--- config.mk ---
export PLATFORM = sky130hd
export DESIGN_NAME = rx_width_fmt
export DESIGN_NICKNAME = d
export VERILOG_FILES = /design/src/rtl/rwf_pkg.sv /design/src/rtl/rwf_fmt_decode.sv /design/src/rtl/rwf_scaler.sv /design/src/rtl/rwf_packer.sv /design/src/rtl/rx_width_fmt.sv
export SDC_FILE = /design/constraint.sdc
export NUM_CORES = 1
export LEC_CHECK = 0
export BUFFER_PORTS_ARGS = -buffer_cell sky130_fd_sc_hd__buf_2
export CELL_PAD_IN_SITES_DETAIL_PLACEMENT = 0
export CELL_PAD_IN_SITES_GLOBAL_PLACEMENT = 1
export CORE_UTILIZATION = 39
export CTS_BUF_LIST = sky130_fd_sc_hd__clkbuf_4
export CTS_CLUSTER_DIAMETER = 200
export CTS_CLUSTER_SIZE = 14
export DETAILED_ROUTE_END_ITERATION = 10
export GPL_ROUTABILITY_DRIVEN = 0
export PLACE_DENSITY_LB_ADDON = 0.12
export SYNTH_ARGS = -nofsm -noshare
export SYNTH_HDL_FRONTEND = slang
export SYNTH_SLANG_ARGS = --single-unit
--- constraint.sdc ---
create_clock -name clk_i -period 1.8 [get_ports clk_i]
set_input_delay 0.54 -clock clk_i [delete_from_list [all_inputs] [get_ports clk_i]]
set_output_delay 0.54 -clock clk_i [all_outputs]
set_load 0.01 [all_outputs]
--- src/rtl/rwf_pkg.sv ---
package rwf_pkg;
  localparam int FMT_W     = 32;
  localparam int SHIFT_LSB = 0;
  localparam int SHIFT_W   = 4;
  localparam int WIDTH_LSB = 4;
  localparam int WIDTH_W   = 5;
  localparam int IQ_BIT    = 9;
  localparam int HB_BIT    = 10;
  localparam int KEY_W     = 11;

  typedef enum logic [1:0] {
    MODE_WIDE_IQ   = 2'd0,
    MODE_WIDE_I    = 2'd1,
    MODE_NARROW_IQ = 2'd2,
    MODE_NARROW_I  = 2'd3
  } mode_e;

  function automatic mode_e pick_mode(input logic [WIDTH_W-1:0] width,
                                      input logic iq,
                                      input logic [WIDTH_W-1:0] narrow_code);
    mode_e m;
    if (width == narrow_code) m = iq ? MODE_NARROW_IQ : MODE_NARROW_I;
    else                      m = iq ? MODE_WIDE_IQ   : MODE_WIDE_I;
    return m;
  endfunction
endpackage

--- src/rtl/rwf_fmt_decode.sv ---
module rwf_fmt_decode
  import rwf_pkg::*;
#(
  parameter int NARROW_W = 8
) (
  input  logic [FMT_W-1:0]   fmt_i,
  output mode_e              mode_o,
  output logic [SHIFT_W-1:0] shift_o,
  output logic               hb_o,
  output logic [KEY_W-1:0]   key_o
);
  localparam logic [WIDTH_W-1:0] NarrowCode = WIDTH_W'(NARROW_W);

  // reserved field is ignored on purpose
  logic unused_rsvd;
  assign unused_rsvd = ^fmt_i[FMT_W-1:KEY_W];

  assign mode_o  = pick_mode(fmt_i[WIDTH_LSB +: WIDTH_W], fmt_i[IQ_BIT], NarrowCode);
  assign shift_o = fmt_i[SHIFT_LSB +: SHIFT_W];
  assign hb_o    = fmt_i[HB_BIT];
  assign key_o   = fmt_i[KEY_W-1:0];
endmodule

--- src/rtl/rwf_scaler.sv ---
module rwf_scaler
  import rwf_pkg::*;
#(
  parameter int SAMPLE_W = 16,
  parameter int LANES    = 2,
  localparam int NarrowW = SAMPLE_W / 2
) (
  input  logic [LANES*SAMPLE_W-1:0] smp_i,
  input  logic [SHIFT_W-1:0]        shift_i,
  output logic [LANES*SAMPLE_W-1:0] wide_o,
  output logic [LANES*NarrowW-1:0]  narrow_o
);
  for (genvar g = 0; g < LANES; g++) begin : g_lane
    logic signed [SAMPLE_W-1:0] sh;
    assign sh = $signed(smp_i[g*SAMPLE_W +: SAMPLE_W]) >>> shift_i;
    assign wide_o[g*SAMPLE_W +: SAMPLE_W] = sh;
    assign narrow_o[g*NarrowW +: NarrowW] = sh[NarrowW-1:0];
  end
endmodule

--- src/rtl/rwf_packer.sv ---
module rwf_packer
  import rwf_pkg::*;
#(
  parameter int SAMPLE_W = 16,
  localparam int HalfW   = SAMPLE_W / 2
) (
  input  logic                  clk_i,
  input  logic                  rst_ni,
  input  logic                  valid_i,
  input  mode_e                 mode_i,
  input  logic [2*SAMPLE_W-1:0] wide_i,    // {Q, I}
  input  logic [SAMPLE_W-1:0]   narrow_i,  // {Q8, I8}
  input  logic [KEY_W-1:0]      key_i,
  input  logic                  hb_req_i,
  output logic [SAMPLE_W-1:0]   word_o,
  output logic                  wr_o,
  output logic                  hb_o
);
  logic [SAMPLE_W-1:0] word_q, pend_word_q;
  logic                wr_q, pend_q, hb_q;
  logic [HalfW-1:0]    half_q;
  logic                half_vld_q;
  logic [KEY_W-1:0]    key_q;
  logic                key_chg;

  assign key_chg = (key_i != key_q);

  always_ff @(posedge clk_i or negedge rst_ni) begin
    if (!rst_ni) begin
      word_q      <= '0;
      pend_word_q <= '0;
      wr_q        <= 1'b0;
      pend_q      <= 1'b0;
      hb_q        <= 1'b0;
      half_q      <= '0;
      half_vld_q  <= 1'b0;
      key_q       <= '0;
    end else begin
      key_q <= key_i;
      hb_q  <= hb_req_i;
      wr_q  <= 1'b0;
      if (key_chg) half_vld_q <= 1'b0;
      // second word of a wide I/Q pair
      if (pend_q) begin
        word_q <= pend_word_q;
        wr_q   <= 1'b1;
        pend_q <= 1'b0;
      end
      if (valid_i) begin
        unique case (mode_i)
          MODE_WIDE_IQ: begin
            word_q      <= wide_i[SAMPLE_W-1:0];
            wr_q        <= 1'b1;
            pend_q      <= 1'b1;
            pend_word_q <= wide_i[2*SAMPLE_W-1:SAMPLE_W];
          end
          MODE_WIDE_I: begin
            word_q <= wide_i[SAMPLE_W-1:0];
            wr_q   <= 1'b1;
          end
          MODE_NARROW_IQ: begin
            word_q <= narrow_i;
            wr_q   <= 1'b1;
          end
          MODE_NARROW_I: begin
            if (half_vld_q && !key_chg) begin
              word_q     <= {narrow_i[HalfW-1:0], half_q};
              wr_q       <= 1'b1;
              half_vld_q <= 1'b0;
            end else begin
              half_q     <= narrow_i[HalfW-1:0];
              half_vld_q <= 1'b1;
            end
          end
          default: ;
        endcase
      end
    end
  end

  assign word_o = word_q;
  assign wr_o   = wr_q;
  assign hb_o   = hb_q;
endmodule

--- src/rtl/rx_width_fmt.sv ---
module rx_width_fmt
  import rwf_pkg::*;
#(
  parameter int SAMPLE_W = 16,
  localparam int NarrowW = SAMPLE_W / 2
) (
  input  logic                clk_i,
  input  logic                rst_ni,
  input  logic [FMT_W-1:0]    fmt_i,
  input  logic                valid_i,
  input  logic [SAMPLE_W-1:0] i_i,
  input  logic [SAMPLE_W-1:0] q_i,
  output logic [SAMPLE_W-1:0] word_o,
  output logic                wr_o,
  output logic                hb_bypass_o
);
  mode_e                 mode;
  logic [SHIFT_W-1:0]    shift;
  logic                  hb_req;
  logic [KEY_W-1:0]      key;
  logic [2*SAMPLE_W-1:0] wide;
  logic [2*NarrowW-1:0]  narrow;

  rwf_fmt_decode #(.NARROW_W(NarrowW)) u_dec (
    .fmt_i  (fmt_i),
    .mode_o (mode),
    .shift_o(shift),
    .hb_o   (hb_req),
    .key_o  (key)
  );

  rwf_scaler #(.SAMPLE_W(SAMPLE_W), .LANES(2)) u_scl (
    .smp_i   ({q_i, i_i}),
    .shift_i (shift),
    .wide_o  (wide),
    .narrow_o(narrow)
  );

  rwf_packer #(.SAMPLE_W(SAMPLE_W)) u_pck (
    .clk_i   (clk_i),
    .rst_ni  (rst_ni),
    .valid_i (valid_i),
    .mode_i  (mode),
    .wide_i  (wide),
    .narrow_i(narrow),
    .key_i   (key),
    .hb_req_i(hb_req),
    .word_o  (word_o),
    .wr_o    (wr_o),
    .hb_o    (hb_bypass_o)
  );
endmodule

==> metrics.txt <==
Worst Hold Class primary input to asynchronous set/reset pin; vias in the first global route 3388; nets 577; routed wire length 11.92 mm; final setup vio count 40; Fin. Hold Viols 0; CP endpoint kind flop; Ys Warns 0; Post-Layout Cell Count 643; synthesized cell area 3960 um2; clock latency on the worst-skew pair 0.38 ns; global route total overflow 0; # Max-Cap Violations 0; clock sinks 54; Reg power frac 44.9%; Internal 0.002193 W; share of cells above drive strength 1 56.67%; met2 Use GR 39.08%; Crit Path Max Fanout 8; met1 GRT Util 33.80%; antenna viol nets, final 0; Synth Area in XOR/XNOR 2.654%; total CTS buffers 5; Synth Area in Compound Gates 14.09%; fin crit period 2.133 ns; mux cell area share after synthesis 30.49%; PwrDens 591.2 nW/um2; Net Sw Frac 33.84%; Total Power 0.003315 W; total number of vias 3503; Crit. Startpoint fmt_i[8]; Avg WL per Cell 18.53 um; Netlist cell types 56; largest family of logic cells by synthesized area multiplexers; First DRT Iteration DRCs 184; Fmax 468.9 MHz; WP data required 2.10 ns; Slew Limit Headroom 66.35%; Critical Path End u_pck.word_o[15]; CP Data Arrival Time 2.43 ns; post-synthesis simple-gate area fraction 13.21%; TritonCTS clock tree built; Most used DFF post-synth dfrtp_1; Max VDD drop 0.2720 mV; area grow syn2layout 41.61%; H-tree levels 2; Die ar. 10560 um2; Clock Tree Root clkbuf_4; fin. max-slew vios 0; Mapped Cells 355; R2R setup slack -0.30 ns; busiest grt layer met2; worst slew pin tran 0.4908 ns; HPWL after DPL 9.049 mm; first-pass GRT wire length 18.49 mm; syn avg cell area 11.16 um2; DR vias/cell 5.448; crit share post-route 118.5%; pre-CTS WS -0.7612 ns; Global Route Usage Sum 23.47%; largest net degree at the start of global routing 55; I/O pins 85; Critical Path Slowest Stage Cell or4b_4; first drt pass iteration count 4; combinational share of power 38.3%; Placed Cells 616; critical path class primary input to flop; Clk pin slew, worst setup/hold paths 0.16 ns; Synth Area in Adders 0%; Max clock buf depth 2; final setup margin -0.3327 ns; clock power share 16.8%; sequential element share of the synthesized area 34.12%; unrepaired setup endpoints after global routing yes; port buffer count 63; initial antenna violation count 0; Clock Skews 0.01840 ns; leak pwr 2.512 nW; largest cells by area after synthesis dfrtp_1 34%, mux4_2 18%, mux2i_1 6.3%; fill count 898; number of synthesized flops with an enable pin 0; Core Box Area 9819 um2; CP Launch Type primary input; fin area 5608 um2; area post-placement 5046 um2; drt drc 0; failing checks negative setup slack; Switch Pwr 0.001122 W; cell count along the critical path 8; share of the synthesized area in the top cell type 34.12%; Post-synth ARST share 100.0%; reg2reg end u_pck.word_o[15]; FF-to-FF Start u_pck.key_q[6]; reg2reg path depth 8; Cell Chain, Critical Path buf_8 -> or4b_4 -> or4_4 -> nor4_4 -> buf_4 -> buf_12 -> a32oi_2 -> o221ai_2; outcome complete, but fails checks; Post-Syn Nets 422; n_diodes 0; Die Y 102.8 um; met3 Resource Use GR 2.034%; Seq cells post-synth 54; Die W 102.8 um; delay-heaviest family, CP simple AND/OR/NAND/NOR gates; CP max stage delay 0.55 ns; Starting Density 40.33%; floorplan row count 36; area leader, netlist dfrtp_1; Buffers & Inverters on Critical Path 3
==> worst register-to-register path: cells and delay by family, from the launching register on <==
kind | cells | cell delay [ns]
flip-flops | 1 | 0.40
AND/OR/NAND/NOR | 2 | 0.82
AO/OA/AOI/OAI | 2 | 0.20
buffers and inverters | 3 | 0.44
XOR/XNOR | 1 | 0.15
==> how the worst min path moves through the flow <==
stage | endpoint | slack [ns] | depth (start not counted)
6_report | u_pck.half_q[1] | 0.11 | 2
5_1_grt | u_pck.word_o[1] | 0.12 | 2
4_1_cts | u_pck.word_o[3] | 0.12 | 2
3_5_place_dp | u_pck.pend_word_q[7] | 0.47 | 2
3_3_place_gp | u_pck.pend_word_q[7] | 0.47 | 2
2_1_floorplan | u_pck.half_q[0] | 0.24 | 0
==> metrics by stage <==
step	hold WS, ns	util [%]	TNS (ns)
after floorplan	0.2444	-	-11.56
after detailed placement	0.4744	51.39	-23.22
final	0.1101	57.11	-6.621
after CTS	0.1195	54.88	-5.970
after global routing	0.1243	57.11	-8.048
after global placement	0.4665	51.39	-22.73
==> layout make-up <==
cell class | count | area, um2 | share of cell area [%]
Multi-Input combinational cell | 265 | 2594 | 46.25
Timing Repair Buffer | 175 | 1408 | 25.10
Sequential cell | 54 | 1351 | 24.10
Tap cell | 133 | 166.4 | 2.967
Clock buffer | 5 | 37.54 | 0.6693
Inverter | 9 | 36.28 | 0.6470
Clock inverter | 2 | 15.01 | 0.2677
==> registers in the layout (all words and copies together) (netlist names) <==
| name | flops |
|---|---|
| u_pck.wr_o | 1 |
| u_pck.pend_word_q | 16 |
| u_pck.hb_o | 1 |
| u_pck.word_o | 16 |
| u_pck.pend_q | 1 |
| u_pck.half_vld_q | 1 |
| u_pck.half_q | 8 |
| u_pck.key_q | 10 |
==> placed cells by master, fill, tap and decap left out, types with 9 or more instances in the layout <==
master	netlist	routed
buf_4	0	88
buf_2	4	59
dfrtp_1	54	54
mux4_2	32	32
nand2_1	37	27
mux2i_1	25	24
mux2_2	21	15
nor2_1	15	14
a21oi_1	13	13
buf_6	10	13
xor2_1	12	12
o21ai_2	1	9
==> synthesized netlist by cell type, types with 2 or more instances <==
cell,count
o211ai_1,3
o21ai_1,2
nor2b_1,3
buf_6,10
nor4_1,2
or4_4,2
a32oi_1,3
a211o_1,2
mux4_2,32
a221oi_1,3
nand3_1,6
mux2_2,21
nor4_4,2
nand2_1,37
clkbuf_1,12
a21oi_1,13
inv_1,9
o221ai_2,2
mux2i_1,25
nor3_1,3
and2_1,6
xor2_1,12
o21a_1,2
or2_1,2
dfrtp_1,54
nor2_1,15
o211ai_2,2
a31oi_1,5
buf_2,4
a22oi_1,9
o21ai_0,22
or2_2,2
nand2b_1,5
==> power groups by stage <==
stage | Clock [W] | Sequential (W) | Combinational [W]
finish | 0.000556 | 0.00149 | 0.00127
global route | 0.000610 | 0.00150 | 0.00138
CTS | 0.000574 | 0.00148 | 0.00121
detailed placement | 0 | 0.00150 | 0.00112
global placement | 0 | 0.00150 | 0.00111
floorplan | 0 | 0.00149 | 0.000631
==> kinds of logic (layout without fill, tap and decap cells) <==
group,Yosys count,count (layout)
and+or+nand+nor,95,95
AOI/OAI and AO/OA,80,80
buffers and inverters,36,191
muxes,78,78
DFF,54,54
xor gates and xnor gates,12,12
==> layer usage <==
| metal | vias up | share of wire (%) |
|---|---|---|
| li1 | 1669 | - |
| met1 | 1732 | 47 |
| met2 | 94 | 49 |
| met3 | 8 | 3.8 |
| met4 | 0 | 0.79 |
| met5 | - | 0 |
==> what timing repair did <==
action,CTS,global route
pin swaps,8,18
setup endpoints to repair,35,41
hold buffers,0,0
buffers inserted,13,6
gates cloned,2,2
gates resized for setup,41,43
No activity file was read; power rests on OpenSTA's default activity.
